<file path="src/rtl/fpas_pkg.sv">
package fpas_pkg;
  localparam int EXP_W  = 8;
  localparam int FRAC_W = 23;
  localparam int SIG_W  = FRAC_W + 1;
  localparam int MAG_W  = SIG_W + 1;
  localparam int WORD_W = 1 + EXP_W + FRAC_W;
  localparam int LZ_W   = $clog2(SIG_W);

  typedef struct packed {
    logic              sign;
    logic [EXP_W-1:0]  exp;
    logic [FRAC_W-1:0] frac;
  } fp_word_t;
endpackage

</file>
<file path="src/rtl/fpas_align.sv">
module fpas_align
  import fpas_pkg::*;
(
  input  fp_word_t          op_a,
  input  fp_word_t          op_b,
  input  logic              sub,
  output logic [EXP_W-1:0]  big_exp,
  output logic [SIG_W-1:0]  sig_x,
  output logic [SIG_W-1:0]  sig_y,
  output logic              sign_x,
  output logic              sign_y,
  output logic              bypass,
  output fp_word_t          bypass_word
);
  logic [SIG_W-1:0] full_a, full_b;
  logic [EXP_W-1:0] gap;
  logic             a_big;

  always_comb begin
    // zero exponent field: no implied leading one
    full_a = (op_a.exp != '0) ? {1'b1, op_a.frac} : '0;
    full_b = (op_b.exp != '0) ? {1'b1, op_b.frac} : '0;
    sign_x = op_a.sign;
    sign_y = op_b.sign ^ sub;
    a_big  = (op_a.exp >= op_b.exp);
    gap    = a_big ? (op_a.exp - op_b.exp) : (op_b.exp - op_a.exp);
    bypass = (gap > EXP_W'(FRAC_W));
    big_exp = a_big ? op_a.exp : op_b.exp;
    sig_x  = a_big ? full_a : (full_a >> gap);
    sig_y  = a_big ? (full_b >> gap) : full_b;
    bypass_word = a_big ? op_a : '{sign: sign_y, exp: op_b.exp, frac: op_b.frac};
  end
endmodule

</file>
<file path="src/rtl/fpas_combine.sv">
module fpas_combine
  import fpas_pkg::*;
(
  input  logic [SIG_W-1:0] sig_x,
  input  logic [SIG_W-1:0] sig_y,
  input  logic             sign_x,
  input  logic             sign_y,
  output logic [MAG_W-1:0] mag,
  output logic             mag_sign
);
  always_comb begin
    if (sign_x == sign_y) begin
      mag      = {1'b0, sig_x} + {1'b0, sig_y};
      mag_sign = sign_x | sign_y;
    end else if (sig_x >= sig_y) begin
      mag      = {1'b0, sig_x - sig_y};
      mag_sign = sign_x;
    end else begin
      mag      = {1'b0, sig_y - sig_x};
      mag_sign = sign_y;
    end
  end
endmodule

</file>
<file path="src/rtl/fpas_norm.sv">
module fpas_norm
  import fpas_pkg::*;
(
  input  logic [MAG_W-1:0] mag,
  input  logic [EXP_W-1:0] exp_in,
  output logic [SIG_W-1:0] sig_out,
  output logic [EXP_W-1:0] exp_out,
  output logic             is_zero
);
  logic [LZ_W-1:0] lead_zeros;
  logic            hit;

  // priority encoder over the 24 significand bits
  always_comb begin
    lead_zeros = '0;
    hit        = 1'b0;
    for (int i = SIG_W - 1; i >= 0; i--) begin
      if (!hit && mag[i]) begin
        lead_zeros = LZ_W'(SIG_W - 1 - i);
        hit        = 1'b1;
      end
    end
  end

  always_comb begin
    is_zero = (mag == '0);
    if (mag[MAG_W-1]) begin
      sig_out = mag[MAG_W-1:1];
      exp_out = exp_in + EXP_W'(1);
    end else begin
      sig_out = mag[SIG_W-1:0] << lead_zeros;
      exp_out = exp_in - EXP_W'(lead_zeros);
    end
  end
endmodule

</file>
<file path="src/rtl/fpas_unit.sv">
module fpas_unit
  import fpas_pkg::*;
#(
  parameter int LATENCY = 2
) (
  input  logic        clk,
  input  logic        rst_n,
  input  logic        in_valid,
  input  logic [31:0] a,
  input  logic [31:0] b,
  input  logic        sub,
  output logic [31:0] result,
  output logic        out_valid
);
  localparam int LAST = LATENCY - 1;

  logic [EXP_W-1:0] big_exp, exp_n;
  logic [SIG_W-1:0] sig_x, sig_y, sig_n;
  logic             sign_x, sign_y, bypass, mag_sign, is_zero;
  fp_word_t         bypass_word;
  logic [MAG_W-1:0] mag;
  logic [WORD_W-1:0] res_d;

  fpas_align u_align (
    .op_a(fp_word_t'(a)), .op_b(fp_word_t'(b)), .sub(sub),
    .big_exp(big_exp), .sig_x(sig_x), .sig_y(sig_y),
    .sign_x(sign_x), .sign_y(sign_y), .bypass(bypass), .bypass_word(bypass_word)
  );

  fpas_combine u_combine (
    .sig_x(sig_x), .sig_y(sig_y), .sign_x(sign_x), .sign_y(sign_y),
    .mag(mag), .mag_sign(mag_sign)
  );

  fpas_norm u_norm (
    .mag(mag), .exp_in(big_exp), .sig_out(sig_n), .exp_out(exp_n), .is_zero(is_zero)
  );

  always_comb begin
    if (bypass)       res_d = bypass_word;
    else if (is_zero) res_d = '0;
    else              res_d = {mag_sign, exp_n, sig_n[FRAC_W-1:0]};
  end

  logic [WORD_W-1:0] res_q [LATENCY];
  logic [LATENCY-1:0] vld_q;

  generate
    for (genvar g = 0; g < LATENCY; g++) begin : g_stage
      if (g == 0) begin : g_first
        always_ff @(posedge clk or negedge rst_n) begin
          if (!rst_n) vld_q[0] <= 1'b0;
          else        vld_q[0] <= in_valid;
        end
        always_ff @(posedge clk) begin
          if (in_valid) res_q[0] <= res_d;
        end
      end else begin : g_next
        always_ff @(posedge clk or negedge rst_n) begin
          if (!rst_n) vld_q[g] <= 1'b0;
          else        vld_q[g] <= vld_q[g-1];
        end
        always_ff @(posedge clk) begin
          if (vld_q[g-1]) res_q[g] <= res_q[g-1];
        end
        AST_STAGE_ADVANCE: assert property (@(posedge clk) disable iff (!rst_n)
          vld_q[g-1] |=> vld_q[g]);
      end
    end
  endgenerate

  assign result    = res_q[LAST];
  assign out_valid = vld_q[LAST];

  AST_VALID_START: assert property (@(posedge clk) disable iff (!rst_n)
    in_valid |=> vld_q[0]);
  AST_IDLE_START: assert property (@(posedge clk) disable iff (!rst_n)
    !in_valid |=> !vld_q[0]);
  AST_BYPASS_KEEP: assert property (@(posedge clk) disable iff (!rst_n)
    (in_valid && bypass) |=> (res_q[0] == $past(bypass_word)));
  AST_ZERO_CLEAN: assert property (@(posedge clk) disable iff (!rst_n)
    (in_valid && !bypass && mag == '0) |=> (res_q[0] == '0));
  AST_LIKE_SIGN: assert property (@(posedge clk) disable iff (!rst_n)
    (in_valid && !bypass && mag != '0 && sign_x == sign_y) |=> (res_q[0][WORD_W-1] == $past(sign_x)));
  AST_NORM_HIDDEN: assert property (@(posedge clk) disable iff (!rst_n)
    (in_valid && mag != '0) |-> sig_n[SIG_W-1]);
  AST_RESET_QUIET: assert property (@(posedge clk)
    !rst_n |-> !out_valid);
endmodule

</file>
<file path="config.mk">
export PLATFORM = sky130hd
export DESIGN_NAME = fpas_unit
export DESIGN_NICKNAME = d
export VERILOG_FILES = /design/src/rtl/fpas_pkg.sv /design/src/rtl/fpas_align.sv /design/src/rtl/fpas_combine.sv /design/src/rtl/fpas_norm.sv /design/src/rtl/fpas_unit.sv
export SDC_FILE = /design/constraint.sdc
export NUM_CORES = 1
export LEC_CHECK = 0
export ABC_AREA = 1
export BUFFER_PORTS_ARGS = -buffer_cell sky130_fd_sc_hd__buf_2
export CAP_MARGIN = 20
export CORE_MARGIN = 1.5
export CORE_UTILIZATION = 42
export CTS_CLUSTER_SIZE = 8
export DETAILED_ROUTE_END_ITERATION = 6
export PLACE_DENSITY = 0.73
export SLEW_MARGIN = 20
export SYNTH_ARGS = -nofsm -noshare
export SYNTH_HDL_FRONTEND = slang
export SYNTH_SLANG_ARGS = --single-unit
</file>
<file path="constraint.sdc">
create_clock -name clk -period 1.3 [get_ports clk]
set_input_delay 0.195 -clock clk [delete_from_list [all_inputs] [get_ports clk]]
set_output_delay 0.195 -clock clk [all_outputs]
set_load 0.02 [all_outputs]
</file>
# After elaboration in Yosys (flattened, before gate mapping)
# Memory sizes are Yosys's and may differ from the RTL's.
# Index checks and enable logic that the tools add are counted.
# W data, S select, Z words.
op_classes:
  n_eq_ne: 1
  n_reduce_logical: 49
  shifts: 3
  magnitude_cmp: 3
  n_mux: 65
  addsub: 7
  bitwise: 2
ops:
  columns: ["op", "count"]
  rows:
  - ["$mux W24", 5]
  - ["$mux W32", 3]
  - ["$shr A24 B8 Y24", 2]
  - ["$sub A24 B24 Y24", 2]
  - ["$mux W5", 8]
  - ["$mux W4", 8]
  - ["$mux W1", 30]
  - ["$add A24 B24 Y25", 1]
  - ["$logic_not A25 Y1", 1]
  - ["$mux W25", 1]
  - ["$ge A24 B24 Y1", 1]
  - ["$mux W8", 3]
  - ["$shl A24 B5 Y23", 1]
  - ["$logic_and A1 B1 Y1", 23]
  - ["$logic_not A1 Y1", 23]
  - ["$mux W23", 1]
  - ["$reduce_bool A8 Y1", 2]
  - ["$sub A8 B8 Y8", 2]
  - ["$mux W3", 4]
  - ["$add A8 B1 Y8 const B", 1]
  - ["$ge A8 B8 Y1", 1]
  - ["$gt A8 B5 Y1 const B", 1]
  - ["$sub A8 B5 Y8", 1]
  - ["$mux W2", 2]
  - ["other kinds (3)", 3]
word_totals:
  elab_cells: 133
  register_bits: 2
  mem_bits_rw: 64
  n_memories: 1
  in_bits: 68
mem_list:
  columns: ["memory", "depth", "width", "read_ports", "rd_ports_with_merged_regs", "write_ports", "line_no", "rtl"]
  rows:
  - ["res_q", 2, 32, 2, 0, 2, "fpas_unit.sv:45", "logic [WORD_W-1:0] res_q [LATENCY];"]

# Logic depth before layout (Yosys ltp)
logic_depth:
  ltp_word: 81
  depth_mapped: 69
  mapped_depth_nobuf: 67

# Hierarchy
# A second synthesis with hierarchy kept.
unflattened:
  cells_unflattened: 2723
  area_unflattened_um2: 15213.3
by_module_without_submodules:
  columns: ["module", "instances", "cells_per_inst", "area_per_inst_um2"]
  rows:
  - ["fpas_combine", 1, 1150, 5734.2]
  - ["fpas_align", 1, 926, 4565.6]
  - ["fpas_unit", 1, 202, 2652.5]
  - ["fpas_norm", 1, 445, 2260.9]

# Worst setup path after synthesis
# OpenSTA, ideal clock, no wires.
synth_timing:
  kind: "input to register"
  start: "in a[23]"
  end: "mem res_q[0][30] (netlist bit), data pin"
  path_slack_ns: -6.542
  n_path_buf: 5
  arrival_time_ns: 7.577
  required_ns: 1.035
  setup_ns: 0.265
  cell_stages: 63
  cell_sequence: "inv_1 > ha_1 > inv_1 > fa_1 > nand3_1 > nand2_1 > nand2_1 > nand3_2 > inv_1 > buf_2 > o21ai_1 > o221ai_1 > xor2_1 > nor2_2 > nand2_1 > buf_2 > o21ai_0 > o21ai_0 > [27 not listed] > nand3_4 > nand2_4 > buf_8 > buf_6 > ha_1 > nand2_1 > nand2_1 > a21oi_1 > ha_1 > a21oi_1 > nand2_1 > a21oi_1 > o21ai_0 > a21o_1 > a21oi_1 > xor2_1 > xor2_1 > o21ai_1"
synth_rtl:
  columns: ["item", "line_no", "rtl"]
  rows:
  - ["from (decl)", "fpas_unit.sv:9", "input logic [31:0] a,"]
  - ["to (decl)", "fpas_unit.sv:45", null]

==> flow_summary_export.csv <==
group,metric,value,unit
route,viasPerCell,5.54,
synthesis,netlist_area,14200,sq um
critical_path,cp-start-kind,"input pin",
min_path,hold_class,"in -> async",
timing,rsz0062_at_grt,"true",
final_layout,nFillCells,2815,
route,first_pass_iters,7,
timing,fin_setup_tns,-191.02,ns
floorplan,pin_count,101,
final_layout,post-route-util,69.7,%
critical_path,critPathCaptureType,"flop",
synthesis,yosysUniqueCellTypes,61,
grt,antenna_found_initial,2,
timing,max_slew.worst_pin.slew,0.745,ns
critical_path,worstPathRequired,1.37,ns
synthesis,synth_edf_count,64,
clock_network,clkTransAtPathRegs,0.05,ns
floorplan,core-area,33400,sq um
floorplan,dieArea,35000,sq um
placement,dp_hpwl,55400,um
route,totalWireLength,71000,um
floorplan,start_util,42.5,%
clock_network,clk_latency,0.33,ns
timing,fin_crit,8.01,ns
route,antenna_left,0,
clock_network,root_buffer,"clkbuf_16",
job,maxCapViolCount,0,
critical_path,crit_fanout,8,
synthesis,syn_area_per_cell,5.76,sq um
clock_network,cts_tree,"built",
power,ir_worst_vdd,0.00136,V
critical_path,crit_arrival,8.08,ns
route,via_count,20100,
placement,port_buffers,100,
placement,place.gp.congestion,1.08,
synthesis,async_flop_share,3.03,%
clock_network,clockBufferDepth,2,
synthesis,ys_ff_latch,66,
clock_network,numCtsBuffers,9,
floorplan,die_x,187,um
clock_network,h-tree-depth,3,
power,power,51700,uW
critical_path,slowest_stage,"fa_2",
route,drc_errors,0,
critical_path,path_class,"in -> reg",
final_layout,nets,3338,
grt,grt_pass1_wl,107000,um
power,power.density,2220,nW/um^2
route,first_iter_violations,2081,
final_layout,fin_area,23300,sq um
synthesis,synth_seq_area_share,13.9,%
grt,grt_remaining_overflow,0,
timing,fmax,0.125,GHz
timing,clock_skew,0.00455,ns
floorplan,die_h,187,um
route,wire_per_inst,19.6,um
timing,finalSetupViolations,32,
synthesis,ys.flop_type,"edfxtp_1",
placement,dpl_cell_area,19500,sq um
critical_path,cp_top_family,"simple AND/OR/NAND/NOR gates",
status,status,"complete, but fails checks",
timing,slew_headroom,49.8,%
critical_path,cpMostUsedCell,"nand2_1",
timing,setup_ws,-6.71,ns
grt,first_global_vias,19100,
status,violations,"negative setup slack",
final_layout,layout-drive-gt1-share,47.6,%
timing,fin_hold_ws,0.187,ns
timing,drv_slew,0,
power,leakage,0.0119,uW
clock_network,clock_sinks,66,
floorplan,num_rows,67,
synthesis,ys_warn_count,0,
synthesis,synth_fp_nets,2637,
critical_path,worst-path-buf-inv,10,
critical_path,slowest_delay,0.37,ns
timing,final.period_utilization,616,%
timing,hold_viol,0,
grt,grt_max_degree,50,
grt,grt_use_total,39.1,%
final_layout,area_delta_synth_final,64.1,%
synthesis,synthCells,2469,
## metal layers
metal  GRT usage (%)  part of all wire (%)
met3            6.32                   9.8
met1            50.2                    39
met5               0                     0
met2            63.4                    45
met4            19.7                   6.1
## state kept, by name (all words and copies together), names as in the netlist
name       count
res_q         64
vld_q          1
out_valid      1
## path summary, 6_finish.rpt
check                             startpoint            to  slack, ns  cells after the start
worst max register to register      vld_q[0]  res_q[0][49]       0.41                      1
worst max-delay path                   a[23]  res_q[0][30]      -6.71                     65
min in group clk                    in_valid      vld_q[0]       0.23                      2
worst min-delay path                   rst_n      vld_q[0]       0.19                      2
max in group asynchronous              rst_n      vld_q[0]       1.01                      2
worst min register to register  res_q[0][30]  res_q[0][62]       0.42                      0
## cell usage after synthesis, drive strengths merged, types with 14 or more instances
cell type	count	area, sq um
a21oi	138	717
nand2	918	3550
nor2	145	783
xor2	38	348
nand3	246	1300
edfxtp	64	1920
nor3	14	96.4
o22ai	16	100
clkbuf	42	158
buf	96	694
o211ai	24	205
o21ai	182	922
nand4	37	231
inv	322	1210
ha	94	1180
## layout make-up
cell class                 count  area, sq um  area share, %
sequential                    66         1970           8.46
antenna                        2         5.00         0.0215
inverter                     327         1270           5.47
multi-input combinational   1939        12800           54.7
clock inverter                 6         33.8          0.145
timing repair buffer         826         6470           27.8
tap                          448          561           2.40
timing repair inverter         1         7.51         0.0322
clock buffer                  10          229          0.981
## power breakdown
group,total (uW),internal (uW),switching (uW)
sequential,3070,2950,122
combinational,46600,19900,26700
clock,2080,1270,813
## per-stage QoR
stage	cells	setup WS, ns
6_report	3625	-6.71
5_1_grt	3625	-7.18
4_1_cts	3599	-6.32
3_5_place_dp	3502	-7.77
3_3_place_gp	3502	-7.57
2_1_floorplan	2469	-6.22
## kinds of logic (layout without fill, tap and decap cells)
kind of cell | count (synthesis) | after routing | synth area share [%]
simple gates | 1381 | 1382 | 42.9
buf+inv | 465 | 1170 | 14.7
compound gates | 411 | 411 | 16.5
fa+ha+maj | 100 | 100 | 9.12
flops | 66 | 66 | 13.9
xor+xnor | 46 | 46 | 2.94
other cells | 0 | 2 | 0
## cells in the final DEF (no fill, tap or decap), types with 7 or more instances in the layout
| cell | synthesis | routed |
|---|---|---|
| nand3_2 | 6 | 75 |
| nand3_1 | 237 | 148 |
| edfxtp_1 | 64 | 64 |
| buf_4 | 47 | 656 |
| a21oi_1 | 131 | 78 |
| o21ai_2 | 3 | 53 |
| or2_2 | 11 | 8 |
| o21bai_1 | 11 | 8 |
| o21ai_1 | 31 | 51 |
| ha_4 | 0 | 31 |
| inv_2 | 25 | 60 |
| o21ai_0 | 148 | 65 |
| o22ai_1 | 16 | 10 |
| a21oi_2 | 7 | 52 |
| ha_2 | 0 | 7 |
| nor2_1 | 110 | 74 |
| a21oi_4 | 0 | 8 |
| ha_1 | 94 | 56 |
| nand2_4 | 2 | 24 |
| nand2_2 | 35 | 168 |
| o211ai_1 | 19 | 19 |
| inv_1 | 296 | 253 |
| nand4_1 | 37 | 37 |
| a22oi_2 | 0 | 12 |
| nor2_4 | 22 | 38 |
| nand3_4 | 3 | 23 |
| xor2_1 | 36 | 33 |
| buf_2 | 15 | 97 |
| nor2_2 | 10 | 31 |
| nand2_1 | 881 | 723 |
| o21ai_4 | 0 | 13 |
| buf_12 | 0 | 22 |
| buf_6 | 17 | 45 |
| clkbuf_16 | 0 | 11 |
## what timing repair did
item / CTS / global route
gates cloned: 4 / 2
hold endpoints to repair: 2 / 0
pin swaps: 149 / 189
setup endpoints to repair: 32 / 32
resized for setup: 444 / 295
setup buffers: 81 / 41
hold buffers: 1 / 0
No activity file was read; power rests on OpenSTA's default activity.
